--- src/rtl/sprite_rle_pkg.sv ---
package sprite_rle_pkg;
  // Result of comparing one pixel against the sprite bounding box.
  typedef struct packed {
    logic hit;       // pixel lies inside the box
    logic last_col;  // pixel is the rightmost column of the box
  } box_hit_t;
endpackage

--- src/rtl/sprite_box_cmp.sv ---
module sprite_box_cmp
  import sprite_rle_pkg::*;
#(
  parameter int XW = 11,
  parameter int YW = 10
) (
  input  logic [XW-1:0] pix_x,
  input  logic [YW-1:0] pix_y,
  input  logic [XW-1:0] box_x,
  input  logic [YW-1:0] box_y,
  input  logic [XW-1:0] box_w,
  input  logic [YW-1:0] box_h,
  output box_hit_t      res
);
  // Offsets from the box origin; the top bit flags a pixel left of / above it.
  logic [XW:0] dx;
  logic [YW:0] dy;
  logic        in_x, in_y;

  always_comb begin
    dx   = {1'b0, pix_x} - {1'b0, box_x};
    dy   = {1'b0, pix_y} - {1'b0, box_y};
    in_x = !dx[XW] && (dx[XW-1:0] < box_w);
    in_y = !dy[YW] && (dy[YW-1:0] < box_h);
    res.hit      = in_x && in_y;
    res.last_col = in_x && in_y && (dx[XW-1:0] == box_w - XW'(1));
  end
endmodule

--- src/rtl/sprite_run_walker.sv ---
module sprite_run_walker #(
  parameter int LW = 8,
  parameter int CW = 8,
  parameter int SW = 3,
  parameter int AW = 6
) (
  input  logic          clk,
  input  logic          rst_n,
  input  logic          restart,
  input  logic          step,
  input  logic          last_col,
  input  logic [SW-1:0] scale_x,
  input  logic [SW-1:0] scale_y,
  output logic [AW-1:0] rd_addr,
  input  logic [LW-1:0] rd_len,
  input  logic [CW-1:0] rd_color,
  input  logic          rd_mask,
  output logic [CW-1:0] run_color,
  output logic          run_mask
);
  localparam int CNTW = LW + SW;

  logic [CNTW-1:0] cnt;         // pixels left in the current run
  logic [AW-1:0]   ptr;         // next entry to fetch
  logic [AW-1:0]   line_start;  // first entry of the current source line
  logic [SW-1:0]   rep;         // replays done of the current source line
  logic [CW-1:0]   hold_color;
  logic            hold_mask;

  logic            fetch;
  logic [CNTW-1:0] scaled_len;
  logic [AW-1:0]   ptr_adv;
  logic            line_done_all;

  assign rd_addr = ptr;

  always_comb begin
    fetch         = (cnt == '0);
    scaled_len    = CNTW'(rd_len) * CNTW'(scale_x);
    ptr_adv       = fetch ? ptr + AW'(1) : ptr;
    line_done_all = (rep == scale_y - SW'(1));
    run_color     = fetch ? rd_color : hold_color;
    run_mask      = fetch ? rd_mask  : hold_mask;
  end

  always_ff @(posedge clk) begin
    if (!rst_n) begin
      cnt        <= '0;
      ptr        <= '0;
      line_start <= '0;
      rep        <= '0;
      hold_color <= '0;
      hold_mask  <= 1'b0;
    end else if (restart) begin
      cnt        <= '0;
      ptr        <= '0;
      line_start <= '0;
      rep        <= '0;
    end else if (step) begin
      if (fetch) begin
        hold_color <= rd_color;
        hold_mask  <= rd_mask;
        cnt        <= scaled_len - CNTW'(1);
      end else begin
        cnt <= cnt - CNTW'(1);
      end
      if (last_col) begin
        // Runs end on the right edge: the next line starts on a fresh entry.
        cnt <= '0;
        if (line_done_all) begin
          rep        <= '0;
          line_start <= ptr_adv;
          ptr        <= ptr_adv;
        end else begin
          rep <= rep + SW'(1);
          ptr <= line_start;
        end
      end else begin
        ptr <= ptr_adv;
      end
    end
  end
endmodule

--- src/rtl/sprite_pixel_out.sv ---
module sprite_pixel_out #(
  parameter int          CW     = 8,
  parameter logic [CW-1:0] TRANSP = '0
) (
  input  logic          clk,
  input  logic          rst_n,
  input  logic          go,
  input  logic          hit,
  input  logic [CW-1:0] color,
  input  logic          mask,
  output logic          out_valid,
  output logic          out_enable,
  output logic          out_inside,
  output logic [CW-1:0] out_color
);
  logic draw;
  assign draw = go && hit;

  always_ff @(posedge clk) begin
    if (!rst_n) begin
      out_valid  <= 1'b0;
      out_enable <= 1'b0;
      out_inside <= 1'b0;
      out_color  <= '0;
    end else begin
      out_valid  <= go;
      out_enable <= draw && (color != TRANSP);
      out_inside <= draw && mask;
      out_color  <= draw ? color : '0;
    end
  end
endmodule

--- src/rtl/sprite_rle_render.sv ---
module sprite_rle_render
  import sprite_rle_pkg::*;
#(
  parameter int            XW     = 11,
  parameter int            YW     = 10,
  parameter int            LW     = 8,
  parameter int            CW     = 8,
  parameter int            SW     = 3,
  parameter int            DEPTH  = 64,
  parameter logic [CW-1:0] TRANSP = '0,
  localparam int           AW     = (DEPTH > 1) ? $clog2(DEPTH) : 1
) (
  input  logic          clk,
  input  logic          rst_n,
  input  logic          vsync,
  input  logic          pix_valid,
  input  logic [XW-1:0] pix_x,
  input  logic [YW-1:0] pix_y,
  input  logic [XW-1:0] box_x,
  input  logic [YW-1:0] box_y,
  input  logic [XW-1:0] box_w,
  input  logic [YW-1:0] box_h,
  input  logic [SW-1:0] scale_x,
  input  logic [SW-1:0] scale_y,
  output logic [AW-1:0] rd_addr,
  input  logic [LW-1:0] rd_len,
  input  logic [CW-1:0] rd_color,
  input  logic          rd_mask,
  output logic          out_valid,
  output logic          out_enable,
  output logic          out_inside,
  output logic [CW-1:0] out_color
);
  box_hit_t      bh;
  logic          go;
  logic [CW-1:0] run_color;
  logic          run_mask;

  // A pixel arriving with the frame pulse is dropped.
  assign go = pix_valid && !vsync;

  sprite_box_cmp #(.XW(XW), .YW(YW)) u_box (
    .pix_x (pix_x), .pix_y (pix_y),
    .box_x (box_x), .box_y (box_y),
    .box_w (box_w), .box_h (box_h),
    .res   (bh)
  );

  sprite_run_walker #(.LW(LW), .CW(CW), .SW(SW), .AW(AW)) u_walk (
    .clk       (clk),
    .rst_n     (rst_n),
    .restart   (vsync),
    .step      (go && bh.hit),
    .last_col  (bh.last_col),
    .scale_x   (scale_x),
    .scale_y   (scale_y),
    .rd_addr   (rd_addr),
    .rd_len    (rd_len),
    .rd_color  (rd_color),
    .rd_mask   (rd_mask),
    .run_color (run_color),
    .run_mask  (run_mask)
  );

  sprite_pixel_out #(.CW(CW), .TRANSP(TRANSP)) u_out (
    .clk        (clk),
    .rst_n      (rst_n),
    .go         (go),
    .hit        (bh.hit),
    .color      (run_color),
    .mask       (run_mask),
    .out_valid  (out_valid),
    .out_enable (out_enable),
    .out_inside (out_inside),
    .out_color  (out_color)
  );
endmodule

--- config.mk ---
export PLATFORM = sky130hd
export DESIGN_NAME = sprite_rle_render
export DESIGN_NICKNAME = d
export VERILOG_FILES = /design/src/rtl/sprite_rle_pkg.sv /design/src/rtl/sprite_box_cmp.sv /design/src/rtl/sprite_run_walker.sv /design/src/rtl/sprite_pixel_out.sv /design/src/rtl/sprite_rle_render.sv
export SDC_FILE = /design/constraint.sdc
export NUM_CORES = 1
export LEC_CHECK = 0
export BUFFER_PORTS_ARGS = -buffer_cell sky130_fd_sc_hd__buf_2
export CORE_MARGIN = 2
export CORE_UTILIZATION = 52
export CTS_CLUSTER_SIZE = 28
export DETAILED_ROUTE_END_ITERATION = 12
export GPL_TIMING_DRIVEN = 1
export PLACE_DENSITY = 0.76
export SETUP_SLACK_MARGIN = 0.05
export SKIP_LAST_GASP = 1
export SLEW_MARGIN = 25
export SYNTH_ARGS = -nofsm -noshare
export SYNTH_HDL_FRONTEND = slang
export SYNTH_SLANG_ARGS = --single-unit
--- constraint.sdc ---
create_clock -name clk -period 5.2 [get_ports clk]
set_input_delay 0.26 -clock clk [delete_from_list [all_inputs] [get_ports clk]]
set_output_delay 0.26 -clock clk [all_outputs]
set_load 0.1 [all_outputs]
# Word-level counts from Yosys, hierarchy flattened
# Cells that the tools add are included.
[classes]
addsub = 8
n_mul = 1
n_eq_ne = 2
bitwise_logic = 2
muxes = 8
magnitude_cmp = 2
reduce_logical = 17
[ops]
columns = ["operator", "n"]
rows = [
  ["11-bit by 1-bit subtractor with 11-bit output (second input constant)", 3],
  ["11-bit two-way mux", 2],
  ["6-bit two-way mux", 3],
  ["11-bit by 11-bit subtractor with 12-bit output", 1],
  ["11-bit equality test", 1],
  ["11-bit logical NOT", 1],
  ["11-bit less-than comparator", 1],
  ["8-bit by 3-bit multiplier with 11-bit output", 1],
  ["10-bit by 10-bit subtractor with 11-bit output", 1],
  ["10-bit less-than comparator", 1],
  ["1-bit logical AND", 8],
  ["8-bit two-way mux", 1],
  ["8-bit nonzero test", 1],
  ["6-bit by 1-bit adder with 6-bit output (second input constant)", 1],
  ["2-bit AND reduction", 3],
  ["3-bit by 1-bit adder with 3-bit output (second input constant)", 1],
  ["3-bit equality test", 1],
  ["1-bit logical NOT", 3],
  ["3-bit two-way mux", 1],
  ["3-bit by 1-bit subtractor with 3-bit output (second input constant)", 1],
  ["1-bit NOT", 2],
  ["2-bit OR reduction", 1],
  ["1-bit two-way mux", 1],
]
[totals]
inputBits = 90
ff_bits = 46

# Depth between registers and ports, before layout
[logic_depth]
word_depth = 6
ltp_mapped = 21
ltp_nobuf = 19

# Cells and area by module
# Synthesis repeated with hierarchy kept, for this count alone.
[hier_totals]
hier_cells = 629
area_unflattened_um2 = 4969.8
[by_module_without_submodules]
columns = ["mod", "instances", "seq_area_each_um2", "area_each_um2", "cells_per_inst"]
rows = [
  ["sprite_run_walker", 1, 700.7, 2899.0, 367],
  ["sprite_box_cmp", 1, 0.0, 1720.4, 234],
  ["sprite_pixel_out", 1, 220.2, 335.3, 26],
  ["sprite_rle_render", 1, 0.0, 15.0, 2],
]

# Worst setup path after synthesis
# OpenSTA, ideal clock, no wires.
[synth_path]
kind = "in2reg"
startpoint = "input port box_y[1]"
endpoint = "register u_walk.cnt[8]"
cell_stages = 20
arrival_time_ps = 4186
setup_time_ps = 132
setup_slack_ps = 882
path_buffers = 1
path_cell_list = "inv_1 ha_1 nor2b_1 o21ai_0 a21boi_0 o21ai_0 a21boi_0 o21ai_0 nor2b_1 o211ai_1 ha_1 or4b_1 a221oi_2 o221ai_1 o21bai_1 or4_1 clkbuf_1 or4b_1 a21oi_1 nor3_1"
[synth_between]
elab_chain_cells = 6
[synth_rtl]
columns = ["item", "line", "rtl"]
rows = [
  ["start: declaration", "sprite_rle_render.sv:20", "input logic [YW-1:0] box_y,"],
  ["10-bit by 10-bit subtractor with 11-bit output *", "sprite_box_cmp.sv:22", "dy = {1'b0, pix_y} - {1'b0, box_y};"],
  ["10-bit less-than comparator or 1-bit logical NOT (tied branches)", "sprite_box_cmp.sv:24", "in_y = !dy[YW] && (dy[YW-1:0] < box_h);"],
  ["1-bit logical AND *", "sprite_box_cmp.sv:24", ""],
  ["1-bit logical AND *", "sprite_box_cmp.sv:25, sprite_box_cmp.sv:26", ""],
  ["1-bit logical AND", "sprite_box_cmp.sv:26", "res.last_col = in_x && in_y && (dx[XW-1:0] == box_w - XW'(1));"],
  ["11-bit two-way mux", "sprite_run_walker.sv:67", "if (last_col) begin"],
  ["end signal: assignment", "sprite_run_walker.sv:63", "cnt <= scaled_len - CNTW'(1);"],
  ["end signal: assignment", "sprite_run_walker.sv:65", "cnt <= cnt - CNTW'(1);"],
  ["end: declaration", "sprite_run_walker.sv:23", "logic [CNTW-1:0] cnt;"],
]
# Every way passes the cells marked *; elsewhere a longest branch is shown, timed or not.
# A chain may end at the register's enable or synchronous reset.

# Worst setup path after layout
# Ends and elaborated chain as after synthesis.

==> impl_metrics.csv <==
group,metric,value,unit
status,status,"finished, final reports clean",
final_layout,antenna_cells,0,
clocking,clk_latency,0.30,ns
route,wl_per_cell,13.4,µm
final_layout,layout_common_cells,"buf_2, nand2_1, inv_1, ha_1, dfxtp_1",
clocking,post_cts_buffers,0,
worst_setup_path,worstSetupStartpointType,"input pin",
worst_setup_path,worstPathArrival,4.67,ns
sta,fin_ws,0.693,ns
final_layout,seqCellArea,921,µm²
clocking,clk_pin_slew,0.08,ns
sta,tightest_slew,0.807,ns
final_layout,mostFrequentLayoutCell,"buf_2",
floorplan,die_x,103,µm
global_routing,grt_overflow,0,
synthesis,avgSynthCellArea,7.60,µm²
final_layout,syn2layout_area_growth,14.1,%
sta,setup_tns,0,ns
global_routing,grt_pass1_vias,4781,
synthesis,yosysWarnings,0,
clocking,h-tree-depth,2,
worst_setup_path,path_common_cell,"o21ai_0",
floorplan,core,0.00968,mm²
final_layout,drive_gt1_share,17.8,%
synthesis,synthFlopType,"dfxtp_1",
synthesis,synth_edf_count,0,
clocking,cts_tree,"yes",
pwr,p_leak,2.83,nW
worst_setup_path,reg2reg_depth,9,
final_layout,nets,931,
global_routing,grtUsageTotal,23.1,%
pwr,p_per_area,188,mW/mm²
placed_design,port_buffers,106,
synthesis,synthXorXnorAreaFrac,8.04,%
sta,setup_viol,0,
sta,slew_headroom,46.2,%
job,max-cap-violations,0,
synthesis,synthDistinctLibCells,69,
floorplan,initial_core_util,53.0,%
worst_setup_path,cp-end-kind,"flop",
worst_setup_path,cp_num_buf_inv,2,
sta,skew,0.00638,ns
sta,rsz0062_at_grt,"false",
sta,max_freq,222,MHz
worst_hold_path,hold_class,"in -> reg",
placed_design,pre_cts_ws,0.399,ns
final_layout,final_cells,901,
sta,slew_violations,0,
synthesis,synth_compound_area_share,19.5,%
synthesis,synth_cells,676,
route,drt-met1-wl,5510,µm
route,drcViolationCount,0,
placed_design,dp_cells,893,
worst_setup_path,path_cells,"buf_2, inv_1, ha_1, nor2b_1, o21ai_0, a21boi_0, o21ai_0, a21boi_0, o21ai_0, nor2b_1, o211ai_1, ha_1, or4b_1, a221oi_2, o221ai_1, o21bai_1, or4_1, or4b_1, a21oi_1, nor3_1",
global_routing,grt_max_degree,36,
final_layout,n_fill_cell,908,
floorplan,io_pins,107,
clocking,ctsHoldBuffers,0,
synthesis,synth-seq-cells,46,
worst_setup_path,cpPeakStageDelay,0.59,ns
synthesis,synth_simple_gate_area_share,25.5,%
final_layout,final_core_util,60.5,%
worst_hold_path,whs_path_depth,2,
route,drt-pass1-iter-count,5,
worst_setup_path,critical_path_cell_count,20,
clocking,clockRootBuffer,"clkbuf_8",
route,vias,5031,
route,first_iter_violations,268,
clocking,clockBufferDepth,2,
worst_setup_path,critPathSlowestCell,"or4_1",
synthesis,synth-adder-area-share,19.3,%
sta,finalHoldViolations,0,
route,route.met2.wl,5780,µm
floorplan,row_count,36,
route,routed_wl,12000,µm
worst_setup_path,crit_path_max_fanout,5,
worst_setup_path,crit_type,"in -> reg",
sta,fin_crit_sh,86.7,%
synthesis,async_reset_ff_share,0,%
floorplan,design.die.area,0.0107,mm²
placed_design,dp_hpwl,9780,µm
worst_setup_path,path_delay_family,"simple AND/OR/NAND/NOR gates",
final_layout,multi_input_area,0.00382,mm²
synthesis,synth_fp_nets,840,
clocking,cts_resized,0,
synthesis,synth-seq-area-share,17.9,%
synthesis,netlist_area,0.00514,mm²
global_routing,grt_first_pass_wirelength,20400,µm
clocking,cts_sinks,46,
pwr,power.total,1.10,mW
sta,post-route-min-period,4.51,ns
route,antenna_left,0,
pwr,ir_drop,0.109,mV
floorplan,fp.dieH,103,µm
clocking,cts_buffers,5,
synthesis,synthMuxAreaShare,1.97,%
route,wl_met3,531,µm
global_routing,antenna_found_initial,0,
route,top_layer_used,"met4",
synthesis,synth_top_family_by_area,"simple AND/OR/NAND/NOR gates",
route,via_per_inst,5.58,
worst_setup_path,cp_data_required_time,5.36,ns
placed_design,gp_congestion,0.892,
==> path summary, 6_finish.rpt <==
| path | slack [ns] | startpoint | to |
|---|---|---|---|
| worst max-delay path | 0.69 | box_y[1] | u_walk.cnt[8]$_SDFFE_PP0P_ |
| worst max register to register | 2.32 | u_walk.cnt[0]$_SDFFE_PP0P_ | u_walk.cnt[9]$_SDFFE_PP0P_ |
| worst min register to register | 0.46 | u_walk.hold_mask$_SDFFE_PN0P_ | u_out.out_inside$_SDFF_PN0_ |
| worst min-delay path | 0.19 | pix_valid | u_out.out_valid$_SDFF_PN0_ |
==> power by group <==
part | internal (mW) | switching [mW] | leakage [nW]
Combinational | 0.238 | 0.290 | 2.42
Sequential | 0.354 | 0.00157 | 0.371
Clock | 0.0946 | 0.127 | 0.0441
==> sequential cells by signal, indices dropped and copies added (netlist names) <==
register and count:
u_walk.line_start 6, u_out.out_color 8, u_out.out_valid 1, u_walk.rep 3
u_out.out_enable 1, u_out.out_inside 1, u_walk.hold_mask 1, u_walk.cnt 11
u_walk.hold_color 8, u_walk.rd_addr 6
==> final cells by class <==
class / instances / area share [%]
multi-input combinational: 526 / 65.2
clock inverter: 3 / 0.363
inverter: 76 / 4.87
sequential: 46 / 15.7
timing repair buffer: 112 / 9.82
clock buffer: 5 / 1.17
tap: 133 / 2.84
==> Yosys cell counts, drive strengths merged, types with 9 or more instances <==
library cell	n	share of area, %
inv	76	5.6
mux2i	9	1.8
dfxtp	46	18
nor2	28	2.1
fa	9	3.5
nor4	16	2.2
o211ai	9	1.3
and3	10	1.2
clkbuf	23	1.7
nor3	22	2.2
xor2	12	2.0
nand4	11	1.6
ha	65	16
o21ai	18	1.8
nand2	94	6.9
a21oi	35	3.4
nand3	32	3.1
a21boi	13	2.1
xnor2	30	5.1
==> layer usage <==
| layer | global-route usage (%) | vias to the layer above |
|---|---|---|
| met4 | 6.68 | 0 |
| met2 | 41.3 | 134 |
| met3 | 3.29 | 18 |
| li1 | - | 2584 |
| met1 | 28.6 | 2295 |
| met5 | 0 | - |
==> per-stage QoR <==
step / cell area [µm²] / hold WS (ns)
after floorplan: 5140 / 0.382
after global placement: 5770 / 0.447
after detailed placement: 5770 / 0.445
after CTS: 5860 / 0.185
after global routing: 5860 / 0.209
final: 5860 / 0.194
==> logic make-up after synthesis <==
kind of cell,Yosys count
buf+inv,104
mux,10
fa+ha+maj,74
compound gates,143
simple gates,255
flops,46
xor+xnor,44
Note: power is estimated with default switching activity, not from simulation.
